### src/rtl/gpio16_pkg.sv
package gpio16_pkg;

    typedef enum logic [2:0] {
        TRG_LVL_HI = 3'd0,
        TRG_LVL_LO = 3'd1,
        TRG_RISE   = 3'd2,
        TRG_FALL   = 3'd3,
        TRG_BOTH   = 3'd4
    } trig_e;

    typedef enum logic {
        EC_IDLE = 1'b0,
        EC_HELD = 1'b1
    } cap_e;

    localparam logic [2:0] A_DIR  = 3'd0;
    localparam logic [2:0] A_DOUT = 3'd1;
    localparam logic [2:0] A_DIN  = 3'd2;
    localparam logic [2:0] A_IEN  = 3'd3;
    localparam logic [2:0] A_EDGE = 3'd4;
    localparam logic [2:0] A_POL  = 3'd5;
    localparam logic [2:0] A_BOTH = 3'd6;
    localparam logic [2:0] A_STAT = 3'd7;

    function automatic trig_e trig_decode(input logic is_edge, input logic pol, input logic both);
        if (!is_edge)
            return pol ? TRG_LVL_HI : TRG_LVL_LO;
        else if (both)
            return TRG_BOTH;
        else
            return pol ? TRG_RISE : TRG_FALL;
    endfunction

endpackage

### src/rtl/gpio_sync.sv
module gpio_sync #(
    parameter int W = 16
) (
    input  logic         clk,
    input  logic         rst_n,
    input  logic [W-1:0] d,
    output logic [W-1:0] q
);
    logic [W-1:0] s1_q, s2_q;
    logic [1:0]   warm_q;

    always_ff @(posedge clk or negedge rst_n) begin
        if (!rst_n) begin
            s1_q   <= '0;
            s2_q   <= '0;
            warm_q <= '0;
        end else begin
            s1_q <= d;
            s2_q <= s1_q;
            if (warm_q != 2'd2)
                warm_q <= warm_q + 2'd1;
        end
    end

    assign q = s2_q;

    // output is the input delayed by exactly two edges
    p_two_flop_r3: assert property (@(posedge clk) disable iff (!rst_n || warm_q != 2'd2)
        q == $past(d, 2));

endmodule

### src/rtl/gpio_pin_detect.sv
module gpio_pin_detect
    import gpio16_pkg::*;
(
    input  logic  clk,
    input  logic  rst_n,
    input  logic  lvl,
    input  logic  armed,
    input  trig_e trig,
    input  logic  clr,
    output logic  status
);
    logic prev_q;
    cap_e st_q, st_d;
    logic edge_hit, lvl_match, is_edge;

    always_ff @(posedge clk or negedge rst_n) begin
        if (!rst_n) prev_q <= 1'b0;
        else        prev_q <= lvl;
    end

    always_comb begin
        is_edge   = 1'b0;
        lvl_match = 1'b0;
        edge_hit  = 1'b0;
        unique case (trig)
            TRG_LVL_HI: lvl_match = lvl;
            TRG_LVL_LO: lvl_match = ~lvl;
            TRG_RISE: begin
                is_edge  = 1'b1;
                edge_hit = armed & lvl & ~prev_q;
            end
            TRG_FALL: begin
                is_edge  = 1'b1;
                edge_hit = armed & ~lvl & prev_q;
            end
            TRG_BOTH: begin
                is_edge  = 1'b1;
                edge_hit = armed & (lvl ^ prev_q);
            end
            default: ;
        endcase
    end

    // state register
    always_ff @(posedge clk or negedge rst_n) begin
        if (!rst_n) st_q <= EC_IDLE;
        else        st_q <= st_d;
    end

    // next state: latch / release
    always_comb begin
        st_d = st_q;
        unique case (st_q)
            EC_IDLE: if (edge_hit)         st_d = EC_HELD;
            EC_HELD: if (clr && !edge_hit) st_d = EC_IDLE;
            default: st_d = EC_IDLE;
        endcase
    end

    // outputs
    always_comb begin
        if (is_edge) status = (st_q == EC_HELD);
        else         status = armed & lvl_match;
    end

    // a qualifying edge is captured
    p_edge_latch_r6: assert property (@(posedge clk) disable iff (!rst_n)
        edge_hit |=> st_q == EC_HELD);
    // a release write without an edge frees the bit
    p_release_r9: assert property (@(posedge clk) disable iff (!rst_n)
        (st_q == EC_HELD && clr && !edge_hit) |=> st_q == EC_IDLE);
    // capture beats release
    p_set_wins_r12: assert property (@(posedge clk) disable iff (!rst_n)
        (edge_hit && clr) |=> st_q == EC_HELD);
    // no capture while disarmed
    p_disarmed_hold_r10: assert property (@(posedge clk) disable iff (!rst_n)
        (!armed && st_q == EC_IDLE) |=> st_q == EC_IDLE);

endmodule

### src/rtl/gpio_regs.sv
module gpio_regs
    import gpio16_pkg::*;
#(
    parameter int NPINS = 16
) (
    input  logic             clk,
    input  logic             rst_n,
    input  logic             wr,
    input  logic             rd,
    input  logic [2:0]       addr,
    input  logic [NPINS-1:0] wdata,
    output logic [NPINS-1:0] rdata,
    output logic             rvalid,
    input  logic [NPINS-1:0] din,
    input  logic [NPINS-1:0] status,
    output logic [NPINS-1:0] dir,
    output logic [NPINS-1:0] dout,
    output logic [NPINS-1:0] ien,
    output logic [NPINS-1:0] edg,
    output logic [NPINS-1:0] pol,
    output logic [NPINS-1:0] both,
    output logic [NPINS-1:0] clr
);
    logic [NPINS-1:0] rmux;

    always_ff @(posedge clk or negedge rst_n) begin
        if (!rst_n) begin
            dir  <= '0;
            dout <= '0;
            ien  <= '0;
            edg  <= '0;
            pol  <= '0;
            both <= '0;
        end else if (wr) begin
            case (addr)
                A_DIR:  dir  <= wdata;
                A_DOUT: dout <= wdata;
                A_IEN:  ien  <= wdata;
                A_EDGE: edg  <= wdata;
                A_POL:  pol  <= wdata;
                A_BOTH: both <= wdata;
                default: ;
            endcase
        end
    end

    assign clr = (wr && addr == A_STAT) ? wdata : '0;

    always_comb begin
        unique case (addr)
            A_DIR:   rmux = dir;
            A_DOUT:  rmux = dout;
            A_DIN:   rmux = din;
            A_IEN:   rmux = ien;
            A_EDGE:  rmux = edg;
            A_POL:   rmux = pol;
            A_BOTH:  rmux = both;
            A_STAT:  rmux = status;
            default: rmux = '0;
        endcase
    end

    always_ff @(posedge clk or negedge rst_n) begin
        if (!rst_n) begin
            rdata  <= '0;
            rvalid <= 1'b0;
        end else begin
            rvalid <= rd;
            if (rd) rdata <= rmux;
        end
    end

    // read strobe answered exactly one cycle later
    p_rvalid_rise_r13: assert property (@(posedge clk) disable iff (!rst_n)
        rd |=> rvalid);
    p_rvalid_quiet_r13: assert property (@(posedge clk) disable iff (!rst_n)
        !rd |=> !rvalid);

endmodule

### src/rtl/gpio16_port.sv
module gpio16_port
    import gpio16_pkg::*;
#(
    parameter int NPINS = 16
) (
    input  logic             clk,
    input  logic             rst_n,
    input  logic             bus_wr,
    input  logic             bus_rd,
    input  logic [2:0]       bus_addr,
    input  logic [NPINS-1:0] bus_wdata,
    output logic [NPINS-1:0] bus_rdata,
    output logic             bus_rvalid,
    input  logic [NPINS-1:0] pin_in,
    output logic [NPINS-1:0] pin_out,
    output logic [NPINS-1:0] pin_oe,
    output logic [NPINS-1:0] irq_vec,
    output logic             irq
);
    logic [NPINS-1:0] din_s, status, dir, dout, ien, edg, pol, both, clr, armed;

    gpio_sync #(.W(NPINS)) u_sync (
        .clk(clk), .rst_n(rst_n), .d(pin_in), .q(din_s)
    );

    gpio_regs #(.NPINS(NPINS)) u_regs (
        .clk(clk), .rst_n(rst_n), .wr(bus_wr), .rd(bus_rd), .addr(bus_addr),
        .wdata(bus_wdata), .rdata(bus_rdata), .rvalid(bus_rvalid),
        .din(din_s), .status(status), .dir(dir), .dout(dout), .ien(ien),
        .edg(edg), .pol(pol), .both(both), .clr(clr)
    );

    assign armed = ~dir & ien;

    for (genvar i = 0; i < NPINS; i++) begin : g_pin
        gpio_pin_detect u_det (
            .clk(clk), .rst_n(rst_n), .lvl(din_s[i]), .armed(armed[i]),
            .trig(trig_decode(edg[i], pol[i], both[i])), .clr(clr[i]),
            .status(status[i])
        );

        // an output pin never reports an interrupt
        p_out_pin_quiet_r10: assert property (@(posedge clk) disable iff (!rst_n)
            pin_oe[i] |-> !irq_vec[i]);
    end

    assign pin_oe  = dir;
    assign pin_out = dout;
    assign irq_vec = status & armed;
    assign irq     = |irq_vec;

endmodule

### config.mk
export PLATFORM = sky130hd
export DESIGN_NAME = gpio16_port
export DESIGN_NICKNAME = d
export VERILOG_FILES = /design/src/rtl/gpio16_pkg.sv /design/src/rtl/gpio_sync.sv /design/src/rtl/gpio_pin_detect.sv /design/src/rtl/gpio_regs.sv /design/src/rtl/gpio16_port.sv
export SDC_FILE = /design/constraint.sdc
export NUM_CORES = 1
export LEC_CHECK = 0
export ABC_AREA = 1
export ABC_CLOCK_PERIOD_IN_PS = 2470
export BUFFER_PORTS_ARGS = -buffer_cell sky130_fd_sc_hd__buf_2
export CAP_MARGIN = 20
export CELL_PAD_IN_SITES_DETAIL_PLACEMENT = 0
export CELL_PAD_IN_SITES_GLOBAL_PLACEMENT = 1
export CORE_ASPECT_RATIO = 0.75
export CORE_MARGIN = 10
export CORE_UTILIZATION = 43
export DETAILED_ROUTE_END_ITERATION = 10
export PLACE_DENSITY_LB_ADDON = 0.1
export REMOVE_ABC_BUFFERS = 1
export SLEW_MARGIN = 10
export SYNTH_ARGS = -nofsm -noshare
export SYNTH_HDL_FRONTEND = slang
export SYNTH_HIERARCHICAL = 1
export SYNTH_SLANG_ARGS = --single-unit
### constraint.sdc
create_clock -name clk -period 2.47 [get_ports clk]
set_clock_uncertainty 0.15 [all_clocks]
set_input_delay 0.3705 -clock clk [delete_from_list [all_inputs] [get_ports clk]]
set_output_delay 0.3705 -clock clk [all_outputs]
set_load 0.03 [all_outputs]
* Word-level counts from Yosys, hierarchy flattened
Index checks and enable logic that the tools add are counted.
W data, S select, Z words.
** Word-level totals
- Register bits after elaboration :: 177
- Bits of input ports :: 39
- Output and inout port bits :: 66
** Operators by class
- Equality and inequality tests :: 71
- Multiplexer cells :: 178
- Bitwise operators :: 163
- Reduce and logical (&&, ||, !) cells :: 73
** Operators with widths (count)
- $pmux W16 S8 :: 1
- $eq A3 B2 Y1 const B :: 34
- $and A1 B1 Y1 :: 96
- $mux W1 :: 96
- $mux W3 :: 32
- $pmux W1 S2 :: 32
- $eq A3 B3 Y1 const B :: 20
- $eq A3 B1 Y1 const B :: 17
- $logic_not A3 Y1 :: 17
- $not A1 Y1 :: 48
- $pmux W1 S3 :: 16
- $reduce_or A3 Y1 :: 16
- $and A16 B16 Y16 :: 2
- $logic_and A1 B1 Y1 :: 17
- $logic_not A1 Y1 :: 16
- $mux W16 :: 1
- $not A16 Y16 :: 1
- $reduce_or A16 Y1 :: 1
- $xor A1 B1 Y1 :: 16
- $reduce_and A2 Y1 :: 6

* Longest topological paths before layout
Gate-level depths: netlist of run 1.
- Depth after elaboration :: 9
- Mapped depth :: 14

* Hierarchy
Netlist of run 1, hierarchy kept.
** By module, submodules not included
- gpio_regs :: instances 1, cells an instance 713, area each 5560.3 µm², seq. area each 2827.7 µm²
- gpio_pin_detect :: instances 16, cells an instance 32, area each 177.7 µm², seq. area each 50.0 µm²
- gpio_sync :: instances 1, cells an instance 32, area each 800.8 µm², seq. area each 800.8 µm²
- gpio16_port :: instances 1, cells an instance 177, area each 760.7 µm², seq. area each 0.0 µm²

* Least setup slack after synthesis of run 1
OpenSTA, ideal clock, no wires.
- Path type :: register to output
- Start :: register u_regs.both[6]
- End :: output port irq
- Arrival :: 1.565 ns
- Slack :: 0.385 ns
- Stages on the path, launching flop included :: 15
- Path buffers :: 0
- Path through :: dfrtp_1 nand2_1 inv_1 nor2_1 inv_1 nand3_1 nand2_1 o21ai_1 nand2_1 nand3b_4 nand2_2 inv_2 nand2_1 nor2_1 nand2_1
** Between the ends
- Longest elaborated chain between the ends :: 8
** Ends and longest elaborated chain
- start, declared :: line gpio_regs.sv:21 : output logic [NPINS-1:0] both,
- start signal, assigned :: line gpio_regs.sv:41 : A_BOTH: both <= wdata;
- $mux W3 * :: line gpio16_pkg.sv:28 : else if (both)
- $mux W3 * :: line gpio16_pkg.sv:26 : if (!is_edge)
- $eq A3 B1 Y1 (tied with other cells) :: line gpio_pin_detect.sv:25 : unique case (trig)
- $pmux W1 S2 or $reduce_or A3 Y1 (tied branches)
- $and A1 B1 Y1 or $mux W1 (tied branches) :: line gpio_pin_detect.sv:63, gpio_pin_detect.sv:25
- $mux W1 * :: line gpio_pin_detect.sv:62 : if (is_edge) status = (st_q == EC_HELD);
- net status[6] :: line gpio16_port.sv:20 : logic [NPINS-1:0] din_s, status, dir, dout, ien, edg, pol, both, clr, armed;
- $and A16 B16 Y16 * :: line gpio16_port.sv:49 : assign irq_vec = status & armed;
- $reduce_or A16 Y1 * :: line gpio16_port.sv:50 : assign irq = |irq_vec;
- end, declared :: line gpio16_port.sv:18 : output logic irq
Mark *: on every way through the listed nets, which the timed path passes. The rest lies on a longest branch.

* Final worst setup path of run 1
- Start :: register u_regs.edg[15]
- End :: output port irq
** Between the ends
- Longest elaborated chain between the ends :: 7
** Ends and longest elaborated chain
- start, declared :: line gpio_regs.sv:19 : output logic [NPINS-1:0] edg,
- start signal, assigned :: line gpio_regs.sv:39 : A_EDGE: edg <= wdata;
- $mux W3 * :: line gpio16_pkg.sv:26
- $eq A3 B1 Y1 (tied with other cells) :: line gpio_pin_detect.sv:25
- $pmux W1 S2 or $reduce_or A3 Y1 (tied branches)
- $and A1 B1 Y1 or $mux W1 (tied branches) :: line gpio_pin_detect.sv:63, gpio_pin_detect.sv:25
- $mux W1 * :: line gpio_pin_detect.sv:62
- net status[15] :: line gpio16_port.sv:20
- $and A16 B16 Y16 * :: line gpio16_port.sv:49
- $reduce_or A16 Y1 * :: line gpio16_port.sv:50
Marks and branches as above.

==> qor.yml, run 1 <==
status:
  status: "finished with violations"
  violations: "setup timing"
power_and_ir_drop:
  power.share.clock: 0.291
  p_total_mw: 10.1
  swShare: 0.362
  seqPwrFrac: 0.385
  leakagePower_nw: 7.04
  p_int_mw: 6.45
  powerDensity_nw_per_um2: 789
  irDropWorstVdd_uv: 554
  p_sw_mw: 3.65
  combPwrFrac: 0.324
grt:
  gr-total-overflow: 0
  grtUsageMet3: 0.0407
  globalRouteMet2Util: 0.322
  grt_pass1_wl_um: 51300
  grt_max_degree: 61
  grt.total_usage: 0.212
  grt-busiest-layer: "met2"
  met1_usage: 0.305
  antenna_found_initial: 0
  grt_pass1_vias: 9280
sta:
  fin_ws_ns: -0.287
  report.final.slew_viol_count: 0
  finalCritPeriodShare: 1.12
  holdWs_ns: 0.134
  hold_viol: 0
  max_slew_margin: 0.586
  rsz0062_at_grt: "yes"
  worst_pin_slew_ns: 0.621
  clock.fmax_mhz: 363
  period_minus_slack_ns: 2.76
  setup_viol: 7
  fin_setup_tns_ns: -0.652
critical_path:
  crit_start: "u_regs/edg[15]"
  path_common_cell: "nand2_1"
  critPathMaxStageDelay_ns: 0.40
  crit_path_max_fanout: 3
  crit_chain: "nand2_1 > inv_2 > buf_4 > inv_1 > nand2_1 > nor2_1 > o21ai_1 > nand2_1 > nand3_2 > nand4_1 > nor2_2 > nand2_2 > buf_6"
  critPathRequiredTime_ns: 1.95
  slowest_stage: "dfrtp_1"
  setup.worst_path.start_class: "register"
  timing.rr.start: "u_regs/both[7]"
  worstPathArrival_ns: 2.24
  path_class: "register to output pin"
  setup.worst_path.end_class: "output pin"
clocking:
  h-tree-depth: 4
  cts_sinks: 177
  root_buffer: "clkbuf_16"
  clock_latency_ns: 0.45
  clkTransAtPathRegs_ns: 0.07
  cts_buffer_depth: 2
  cts_tree: "done"
  cts_buffers: 17
detailed_routing:
  drt-initial-drc-count: 646
  drc_errors: 0
  dr_total_vias: 9842
  ant_nets: 0
  wl_per_cell_um: 16.5
  viasPerCell: 5.05
  wl_um: 32100
  first_pass_iters: 5
finish:
  seqCellArea_um2: 4430
  drive_gt1_frac: 0.220
  multi_input_area_um2: 4680
  fill_cells: 2120
  n_antenna_cell: 0
  num-nets-final: 1674
  area_delta_synth_final_pct: 28.6
floorplan:
  core_um2: 22900
  start_util: 0.435
  ioPinCount: 105
  die-area_um2: 29700
  die_h_um: 152
  rows: 48
  die_x_um: 196
placement:
  dp_hpwl_um: 21100
  place.gp.congestion: 0.843
  place.port_buffers: 104
logic_synthesis:
  ys_warn_count: 6
  syn_inst: 1434
  synth.area.mux_share: 0
  synth_area_um2: 9960
  synth_compound_gate_area_share: 0.0643
  synth-seq-cells: 177
  synth.top_cell.area_share: 0.445
  syn_area_per_cell_um2: 6.95
  yosys.area_share.adder: 0
  ys_seq_area_frac: 0.445
  synthSimpleGateAreaFrac: 0.363
  synth_cell_types: 23
  synthTopCellsByArea: "dfrtp_1 44%, nand2_1 17%, inv_1 8.5%"
  synthXorXnorAreaFrac: 0.0141
  yosys.area.top_type: "dfrtp_1"
  synth_top_family_by_area: "simple AND/OR/NAND/NOR gates"
run:
  max-cap-violations: 0
min_path:
  min-delay-start: "bus_wdata[7]"
  hold_path_class: "input pin to register"
-- power by group through the flow --
stage / sequential, mW / clock [mW] / combinational, mW
3_5_place_dp: 3.90 / 0 / 2.58
3_3_place_gp: 3.89 / 0 / 2.55
2_1_floorplan: 4.08 / 0 / 1.44
6_report: 3.89 / 2.94 / 3.28
5_1_grt: 3.96 / 3.12 / 3.64
4_1_cts: 3.87 / 3.01 / 2.98
-- cell usage in the layout, fill, tap and decap left out, types with 2 or more instances in the layout --
cell type        n
buf_12           7
buf_2           86
buf_4           98
buf_6           30
bufinv_16        4
clkbuf_16       17
clkbuf_8         2
clkinv_1         3
clkinv_4         2
clkinvlp_4       3
dfrtp_1        177
dlygate4sd3_1   17
inv_1          194
inv_2           35
inv_6            2
nand2_1        433
nand2_2         11
nand3_1         78
nand3_2         19
nand3_4          2
nand4_1        114
nor2_1         128
nor2_2          16
nor2_4          20
o21ai_0         55
o21ai_1         69
o21ai_2          4
xor2_1          15
-- metal layers --
metal	wire [um]	part of all wire	vias to the layer above
li1	-	-	4934
met1	15600	0.49	4589
met2	14400	0.45	292
met3	1800	0.056	27
met4	346	0.011	0
met5	0	0	-
-- layout make-up --
type / count / area share
Clock inverter: 12 / 0.0143
Timing Repair Buffer: 239 / 0.143
Multi-Input combinational cell: 968 / 0.366
Clock buffer: 19 / 0.0346
Sequential cell: 177 / 0.346
Tap cell: 300 / 0.0293
Inverter: 232 / 0.0680
-- final timing paths --
check	to	slack [ns]	cells after the start
min reg2reg	u_sync/q[11]	0.20	0
max reg2reg	u_regs/rdata[7]	-0.02	21
max	irq	-0.29	13
max in group asynchronous	u_regs/dout[7]	1.29	3
min in group asynchronous	u_sync/s1_q[0]	0.27	2
min	u_regs/dout[7]	0.13	3
-- timing repair --
item | CTS | global route
resized for setup | 60 | 106
pin swaps | 29 | 70
setup buffers | 46 | 35
gates cloned | 0 | 0
endpoints found under the setup margin | 17 | 20
endpoints found under the hold margin | 56 | 0
hold buffers | 17 | 0
-- worst max-delay path, delay by kind of cell (launching register included) --
kind | cells | cell delay, ns
AOI/OAI and AO/OA | 1 | 0.07
DFF | 1 | 0.40
and+or+nand+nor | 8 | 0.89
buffers and inverters | 4 | 0.43
-- kinds of logic after synthesis --
logic type | after synthesis
xor gates and xnor gates | 16
buffers and inverters | 289
DFF | 177
AOI/OAI and AO/OA | 128
and+or+nand+nor | 824
-- per-stage QoR --
stage	util	setup slack [ns]	instances	cell area, um2
finish	0.560	-0.287	1947	12800
global route	0.560	-0.462	1947	12800
CTS	0.541	-0.255	1923	12400
detailed placement	0.483	0.00228	1829	11100
global placement	0.483	0.00713	1829	11100
floorplan	-	0.291	1377	9700
-- synthesized netlist by cell type (all sizes together) --
cell type / number
buf: 36
clkbuf: 21
clkinv: 3
dfrtp: 177
inv: 229
nand2: 444
nand3: 99
nand3b: 1
nand4: 115
nor2: 165
o21ai: 128
xor2: 16
No activity file was read; power rests on OpenSTA's default activity.
==> run 2, diff against run 1 <==
--- a/config.mk
+++ b/config.mk
@@ -5,7 +5,7 @@
 export SDC_FILE = /design/constraint.sdc
 export NUM_CORES = 1
 export LEC_CHECK = 0
-export ABC_AREA = 1
+export ABC_AREA = 0
 export ABC_CLOCK_PERIOD_IN_PS = 2470
 export BUFFER_PORTS_ARGS = -buffer_cell sky130_fd_sc_hd__buf_2
 export CAP_MARGIN = 20
@@ -13,7 +13,7 @@
 export CELL_PAD_IN_SITES_GLOBAL_PLACEMENT = 1
 export CORE_ASPECT_RATIO = 0.75
 export CORE_MARGIN = 10
-export CORE_UTILIZATION = 43
+export CORE_UTILIZATION = 47
 export DETAILED_ROUTE_END_ITERATION = 10
 export PLACE_DENSITY_LB_ADDON = 0.1
 export REMOVE_ABC_BUFFERS = 1
==> run 2 against run 1 <==
Against the previous run: the flow still finishes with violations (setup timing); final area fell by 4.8%; cell count fell by 30%; die area fell by 13%; register-to-register slack improved by 0.21 ns; flip-flop and latch count did not move; routed wire length fell by 11%; clock power fell by 3%; critical endpoint unchanged; largest power group unchanged; highest routed layer unchanged.
==> qor.yml, run 2 <==
sta:
  report.final.slew_viol_count: 0  # unchanged
  worst_pin_slew_ns: 1.02  # was 0.621 ns
  hold_viol: 0  # unchanged
  rsz0062_at_grt: "yes"  # unchanged
  fin_ws_ns: -0.452  # was -0.287 ns
  period_minus_slack_ns: 2.92  # was 2.76 ns
  finalCritPeriodShare: 1.18  # was 1.12
  max_slew_margin: 0.319  # was 0.586
  setup_viol: 16  # was 7
  clock.fmax_mhz: 342  # was 363 MHz
logic_synthesis:
  syn_area_per_cell_um2: 10.6  # was 6.95 um2
  synth-main-ff-cell: "dfrtp_1"  # unchanged
  netlist_top_cells_count: "177 x dfrtp_1, 93 x nor2_1, 88 x mux2_2"  # was 442 x nand2_1, 225 x inv_1, 177 x dfrtp_1
  syn_inst: 872  # was 1434
  synthArstFlopShare: 1.00  # unchanged
  synth_cell_types: 46  # was 23
  ys_warn_count: 6  # unchanged
  synth_edf_count: 0  # unchanged
  yosys.area.top_type: "dfrtp_1"  # unchanged
  synth.top_cell.area_share: 0.479  # was 0.445
  synth_area_um2: 9240  # was 9960 um2
  synth-seq-cells: 177  # unchanged
  synthMostInstantiatedCell: "dfrtp_1"  # was nand2_1
  ys_seq_area_frac: 0.479  # was 0.445
  synthTopCellsByArea: "dfrtp_1 48%, mux2_2 11%, nor2_1 3.8%"  # was dfrtp_1 44%, nand2_1 17%, inv_1 8.5%
grt:
  grt_pass1_vias: 8091  # was 9280
  grt_max_degree: 62  # was 61
  grt_pass1_wl_um: 44900  # was 51300 um
  gr-total-overflow: 0  # unchanged
  antenna_found_initial: 1  # was 0
  grt.total_usage: 0.218  # was 0.212
floorplan:
  core_um2: 19300  # was 22900 um2
  ioPinCount: 105  # unchanged
  die_h_um: 141  # was 152 um
  rows: 44  # was 48
  die_x_um: 182  # was 196 um
  die-area_um2: 25700  # was 29700 um2
  start_util: 0.478  # was 0.435
power_and_ir_drop:
  irDropWorstVdd_uv: 499  # was 554 uV
  p_total_mw: 10.7  # was 10.1 mW
  powerDensity_nw_per_um2: 877  # was 789 nW/um2
  leakagePower_nw: 5.74  # was 7.04 nW
critical_path:
  timing.rr.start: "u_regs/edg[15]"  # was u_regs/both[7]
  worstPathArrival_ns: 2.40  # was 2.24 ns
  setup.worst_path.end_class: "output pin"  # unchanged
  crit_path_max_fanout: 6  # was 3
  timing.rr.end: "u_regs/rdata[15]"  # was u_regs/rdata[7]
  setup.worst_path.start_class: "register"  # unchanged
  r2r_slack_ns: 0.19  # was -0.02 ns
  path_class: "register to output pin"  # unchanged
  r2r_cells: 11  # was 21
  critPathRequiredTime_ns: 1.95  # about the same
clocking:
  cts_tree: "done"  # unchanged
  cts_buffer_depth: 2  # unchanged
  cts_sinks: 177  # unchanged
  cts_buffers: 17  # unchanged
  clkTransAtPathRegs_ns: 0.07  # about the same
  root_buffer: "clkbuf_16"  # unchanged
  clock_latency_ns: 0.44  # was 0.45 ns
  h-tree-depth: 4  # unchanged
detailed_routing:
  dr_total_vias: 7862  # was 9842
  first_pass_iters: 5  # unchanged
  drt-initial-drc-count: 668  # was 646
  viasPerCell: 5.73  # was 5.05
  wl_per_cell_um: 20.8  # was 16.5 um
  wl_um: 28600  # was 32100 um
  ant_nets: 0  # unchanged
  drc_errors: 0  # unchanged
finish:
  most-common-layout-cells: "177 x dfrtp_1, 113 x buf_4, 88 x mux2_2"  # was 433 x nand2_1, 194 x inv_1, 177 x dfrtp_1
  fill_cells: 1562  # was 2120
  layout_commonest_cell: "dfrtp_1"  # was nand2_1
  area_delta_synth_final_pct: 32.1  # was 28.6%
  instances_no_fill: 1371  # was 1947
  num-nets-final: 1143  # was 1674
  drive_gt1_frac: 0.400  # was 0.220
placement:
  dp_hpwl_um: 18900  # was 21100 um
  place.gp.congestion: 0.888  # was 0.843
  place_inst: 1291  # was 1829
  place.port_buffers: 104  # unchanged
min_path:
  hold_end: "u_regs/dout[9]"  # was u_regs/dout[7]
  min-delay-start: "bus_wdata[9]"  # was bus_wdata[7]
  hold_depth: 2  # was 3
  hold_path_class: "input pin to register"  # unchanged
run:
  max-cap-violations: 0  # unchanged
status:
  status: "finished with violations"  # unchanged
  violations: "setup timing"  # unchanged
[run 2: changes by cell type in the layout (fill, tap and decap cells not counted), moves of 36 or more]
cell,delta
mux2_2,+88
nand4_1,-97
nand2_1,-376
inv_1,-162
nor2_1,-51
nand3_1,-76
o21ai_0,-36
o21ai_1,-69
[run 2: power breakdown]
part	total (mW)	internal (mW)	switching [mW]
clock network	2.84	1.54	1.29
logic	3.85	1.85	2.00
registers	4.02	3.48	0.541
total	10.7	6.87	3.83
[run 2: how the worst max path moves through the flow]
| stage | endpoint | cells past startpoint | start | slack [ns] |
|---|---|---|---|---|
| floorplan | irq | 8 | u_regs/both[14] | 0.04 |
| global placement | irq | 9 | u_regs/both[15] | -0.07 |
| detailed placement | irq | 10 | u_regs/both[15] | -0.16 |
| CTS | irq | 8 | u_regs/both[2] | -0.42 |
| global route | irq | 9 | u_regs/both[12] | -0.57 |
| finish | irq | 9 | u_regs/both[2] | -0.45 |
[run 2: area by class of cell]
| type | instances | area (um2) | area share |
|---|---|---|---|
| multi-input cells | 630 | 4900 | 0.402 |
| flip-flops and latches | 177 | 4430 | 0.363 |
| repair buffers | 245 | 1820 | 0.149 |
| clock buffers | 17 | 425 | 0.0349 |
| well taps | 253 | 317 | 0.0259 |
| clock inverters | 15 | 186 | 0.0153 |
| inverters | 33 | 124 | 0.0101 |
| diodes | 1 | 2.50 | 0.000205 |
[run 2: timing repair]
item | CTS | global route
buffers inserted | 23 | 7
gates resized for setup | 135 | 26
gates cloned | 0 | 0
hold buffers | 17 | 0
hold endpoints to repair | 73 | 0
pin swaps | 23 | 3
endpoints found under the setup margin | 17 | 17
[run 2: critical path: stages, from the launching register on]
cell      delay (ns)
dfrtp_1         0.39
and2_4          0.20
nand3b_1        0.14
o41ai_2         0.09
a21o_1          0.19
and3b_1         0.21
nor4_2          0.27
buf_4           0.17
nand4_1         0.13
buf_6           0.18
[run 2: cells by family after synthesis]
| group | Yosys count | synth area share |
|---|---|---|
| xor+xnor | 16 | 0.0152 |
| flops | 177 | 0.479 |
| simple gates | 341 | 0.207 |
| compound gates | 148 | 0.117 |
| buf+inv | 65 | 0.0330 |
| mux | 125 | 0.148 |
[run 2: per-layer routing]
metal  track usage  routed length [um]  up-vias
met1         0.282               12700     3925
met5             0                   0        -
met2         0.365               13700      266
met4        0.0598                 491        0
met3        0.0435                1600       51
li1              -                   -     3620
[run 2: stage by stage]
step                hold slack [ns]  TNS [ns]  cell area, um2  setup slack [ns]   util
finish                       0.0879     -2.44           12200            -0.452  0.632
global route                 0.0916     -4.01           12200            -0.569  0.631
CTS                          0.0785     -2.27           12000            -0.416  0.623
detailed placement            0.185    -0.159           10700            -0.159  0.552
global placement              0.183   -0.0698           10700           -0.0698  0.552
floorplan                   -0.0751         0            9060            0.0439      -
==> run 3, diff against run 2 <==
--- a/config.mk
+++ b/config.mk
@@ -7,15 +7,13 @@
 export LEC_CHECK = 0
 export ABC_AREA = 0
 export ABC_CLOCK_PERIOD_IN_PS = 2470
-export BUFFER_PORTS_ARGS = -buffer_cell sky130_fd_sc_hd__buf_2
+export BUFFER_PORTS_ARGS = -buffer_cell sky130_fd_sc_hd__buf_4
 export CAP_MARGIN = 20
-export CELL_PAD_IN_SITES_DETAIL_PLACEMENT = 0
-export CELL_PAD_IN_SITES_GLOBAL_PLACEMENT = 1
 export CORE_ASPECT_RATIO = 0.75
 export CORE_MARGIN = 10
-export CORE_UTILIZATION = 47
+export CORE_UTILIZATION = 59
 export DETAILED_ROUTE_END_ITERATION = 10
-export PLACE_DENSITY_LB_ADDON = 0.1
+export PLACE_DENSITY = 0.8
 export REMOVE_ABC_BUFFERS = 1
 export SLEW_MARGIN = 10
 export SYNTH_ARGS = -nofsm -noshare
==> run 3 against run 2 <==
Against the previous run: the flow still finishes with violations (setup timing); flip-flop and latch count unchanged; worst setup slack lost 0.039 ns; critical path depth is 1 lower; cell count shrank 3.6%; final area grew 1.3%; hold slack worse by 0.055 ns; critical path type unchanged; largest cell class unchanged.
==> qor.yml, run 3 (synthesis gave the netlist of run 2 again) <==
critical_path:
  critPathRequiredTime_ns: 1.95  # about the same
  setup.worst_path.end_class: "output pin"  # unchanged
  r2r_slack_ns: -0.22  # was 0.19 ns
  critPathBufInv: 1  # was 2
  critPathMaxStageDelay_ns: 0.44  # was 0.39 ns
  cp.depth: 8  # was 9
  cp_top_family: "simple AND/OR/NAND/NOR gates"  # unchanged
  setup.worst_path.start_class: "register"  # unchanged
  crit_start: "u_regs/both[5]"  # was u_regs/both[2]
  endpoint: "irq"  # unchanged
  crit_path_max_fanout: 7  # was 6
  timing.rr.start: "u_regs/edg[15]"  # unchanged
  path_class: "register to output pin"  # unchanged
  worstPathArrival_ns: 2.44  # was 2.40 ns
  crit_chain: "and2_4 > nand3b_1 > o41ai_2 > a21o_1 > and3b_2 > nor4_4 > nand4_1 > buf_6"  # was and2_4 > nand3b_1 > o41ai_2 > a21o_1 > and3b_1 > nor4_2 > buf_4 > nand4_1 > buf_6
  timing.rr.end: "u_regs/rdata[15]"  # unchanged
  slowest_stage: "dfrtp_1"  # unchanged
  r2r_cells: 15  # was 11
power_and_ir_drop:
  irDropWorstVdd_uv: 517  # was 499 uV
  leakagePower_nw: 5.78  # was 5.74 nW
  powerDensity_nw_per_um2: 869  # was 877 nW/um2
clocking:
  cts_tree: "done"  # unchanged
  clock_latency_ns: 0.44  # about the same
  cts_sinks: 177  # unchanged
  clkTransAtPathRegs_ns: 0.07  # about the same
  root_buffer: "clkbuf_16"  # unchanged
  cts_buffer_depth: 2  # unchanged
  h-tree-depth: 4  # unchanged
  cts_buffers: 17  # unchanged
finish:
  instances_no_fill: 1322  # was 1371
  num-nets-final: 1144  # was 1143
  layout_commonest_cell: "buf_4"  # was dfrtp_1
  n_antenna_cell: 0  # was 1
  drive_gt1_frac: 0.404  # was 0.400
  most-common-layout-cells: "191 x buf_4, 177 x dfrtp_1, 88 x mux2_2"  # was 177 x dfrtp_1, 113 x buf_4, 88 x mux2_2
  area_delta_synth_final_pct: 33.8  # was 32.1%
run:
  max-cap-violations: 0  # unchanged
sta:
  period_minus_slack_ns: 2.96  # was 2.92 ns
  rsz0062_at_grt: "yes"  # unchanged
  worst_pin_slew_ns: 0.598  # was 1.02 ns
  finalCritPeriodShare: 1.20  # was 1.18
  max_slew_margin: 0.591  # was 0.319
  fin_ws_ns: -0.491  # was -0.452 ns
  setup_viol: 18  # was 16
  hold_viol: 0  # unchanged
  report.final.slew_viol_count: 0  # unchanged
  clock.fmax_mhz: 338  # was 342 MHz
grt:
  grt_max_degree: 56  # was 62
  grt_pass1_vias: 8134  # was 8091
  grt_pass1_wl_um: 43400  # was 44900 um
  grt.total_usage: 0.261  # was 0.218
  antenna_found_initial: 0  # was 1
  gr-total-overflow: 0  # unchanged
detailed_routing:
  first_pass_iters: 5  # unchanged
  dr_total_vias: 8107  # was 7862
  viasPerCell: 6.13  # was 5.73
  wl_um: 28200  # was 28600 um
  drt-initial-drc-count: 743  # was 668
  ant_nets: 0  # unchanged
  drc_errors: 0  # unchanged
  wl_per_cell_um: 21.3  # was 20.8 um
placement:
  post-place-ws_ns: -0.246  # was -0.159 ns
  place.gp.congestion: 0.921  # was 0.888
  dp_hpwl_um: 17700  # was 18900 um
  place_inst: 1230  # was 1291
  place.port_buffers: 104  # unchanged
floorplan:
  die_x_um: 165  # was 182 um
  core_um2: 15300  # was 19300 um2
  start_util: 0.605  # was 0.478
  die-area_um2: 21100  # was 25700 um2
  rows: 39  # was 44
  die_h_um: 128  # was 141 um
  ioPinCount: 105  # unchanged
min_path:
  hold_path_class: "input pin to register"  # unchanged
status:
  violations: "setup timing"  # unchanged
  status: "finished with violations"  # unchanged
## run 3: cell count changes in the layout (fill, tap and decap cells not counted), moves of 3 or more
cell      previous run  this run
buf_2               86         0
buf_4              113       191
buf_6               24        33
clkbuf_8             0         3
clkinv_2             0         3
clkinv_4             5         2
inv_8                5         0
nor2b_2             17        20
## run 3: worst register-to-register path, cell delays in order, from the launching register on
cell	delay, ns
dfrtp_1	0.39
and2_4	0.19
buf_4	0.14
o41ai_2	0.40
a21o_1	0.15
buf_4	0.11
buf_6	0.08
buf_6	0.08
buf_6	0.08
buf_6	0.08
buf_6	0.08
buf_6	0.08
mux2i_1	0.05
o2bb2ai_1	0.20
nand2_1	0.10
a221oi_2	0.25
## run 3: worst min-delay path by stage
stage	from	to	slack, ns	depth (start not counted)
2_1_floorplan	rst_n	g_pin[0].u_det/prev_q	-0.08	0
3_3_place_gp	u_sync/s1_q[12]	u_sync/q[12]	0.18	0
3_5_place_dp	u_sync/s1_q[9]	u_sync/q[9]	0.18	0
4_1_cts	bus_rd	u_regs/rvalid	0.02	1
5_1_grt	bus_rd	u_regs/rvalid	0.02	1
6_report	bus_rd	u_regs/rvalid	0.03	1
## run 3: routing by layer
| layer | part of all wire | GRT usage |
|---|---|---|
| met5 | 0 | 0 |
| met4 | 0.037 | 0.125 |
| met3 | 0.093 | 0.0554 |
| met2 | 0.46 | 0.405 |
| met1 | 0.41 | 0.344 |
## run 3: per-stage QoR
step | area [um2] | total power [mW] | hold WS (ns) | setup TNS [ns] | util
CTS | 12200 | 10.5 | 0.0186 | -2.09 | 0.796
global placement | 10800 | 7.18 | 0.182 | -0.160 | 0.705
floorplan | 9060 | 5.93 | -0.0751 | 0 | -
global route | 12400 | 11.2 | 0.0199 | -4.00 | 0.809
detailed placement | 10800 | 7.28 | 0.185 | -0.246 | 0.705
finish | 12400 | 10.7 | 0.0330 | -2.79 | 0.809
## run 3: what timing repair did
| action | CTS | global route |
|---|---|---|
| endpoints found under the setup margin | 17 | 18 |
| setup buffers | 36 | 10 |
| hold buffers | 17 | 0 |
| hold endpoints to repair | 68 | 0 |
| pin swaps | 30 | 10 |
| gates resized for setup | 125 | 38 |
## run 3: layout make-up
class	count	area, um2
Tap cell	205	256
Fill cell	859	2910
Clock buffer	20	457
Inverter	33	124
Multi-Input combinational cell	630	4920
Timing Repair Buffer	246	2070
Sequential cell	177	4430
Clock inverter	11	104
## run 3: power breakdown
group | leakage (nW) | internal, mW | switching (mW)
clock network | 0.273 | 1.44 | 1.17
registers | 2.11 | 3.48 | 0.585
logic | 3.40 | 2.00 | 2.06
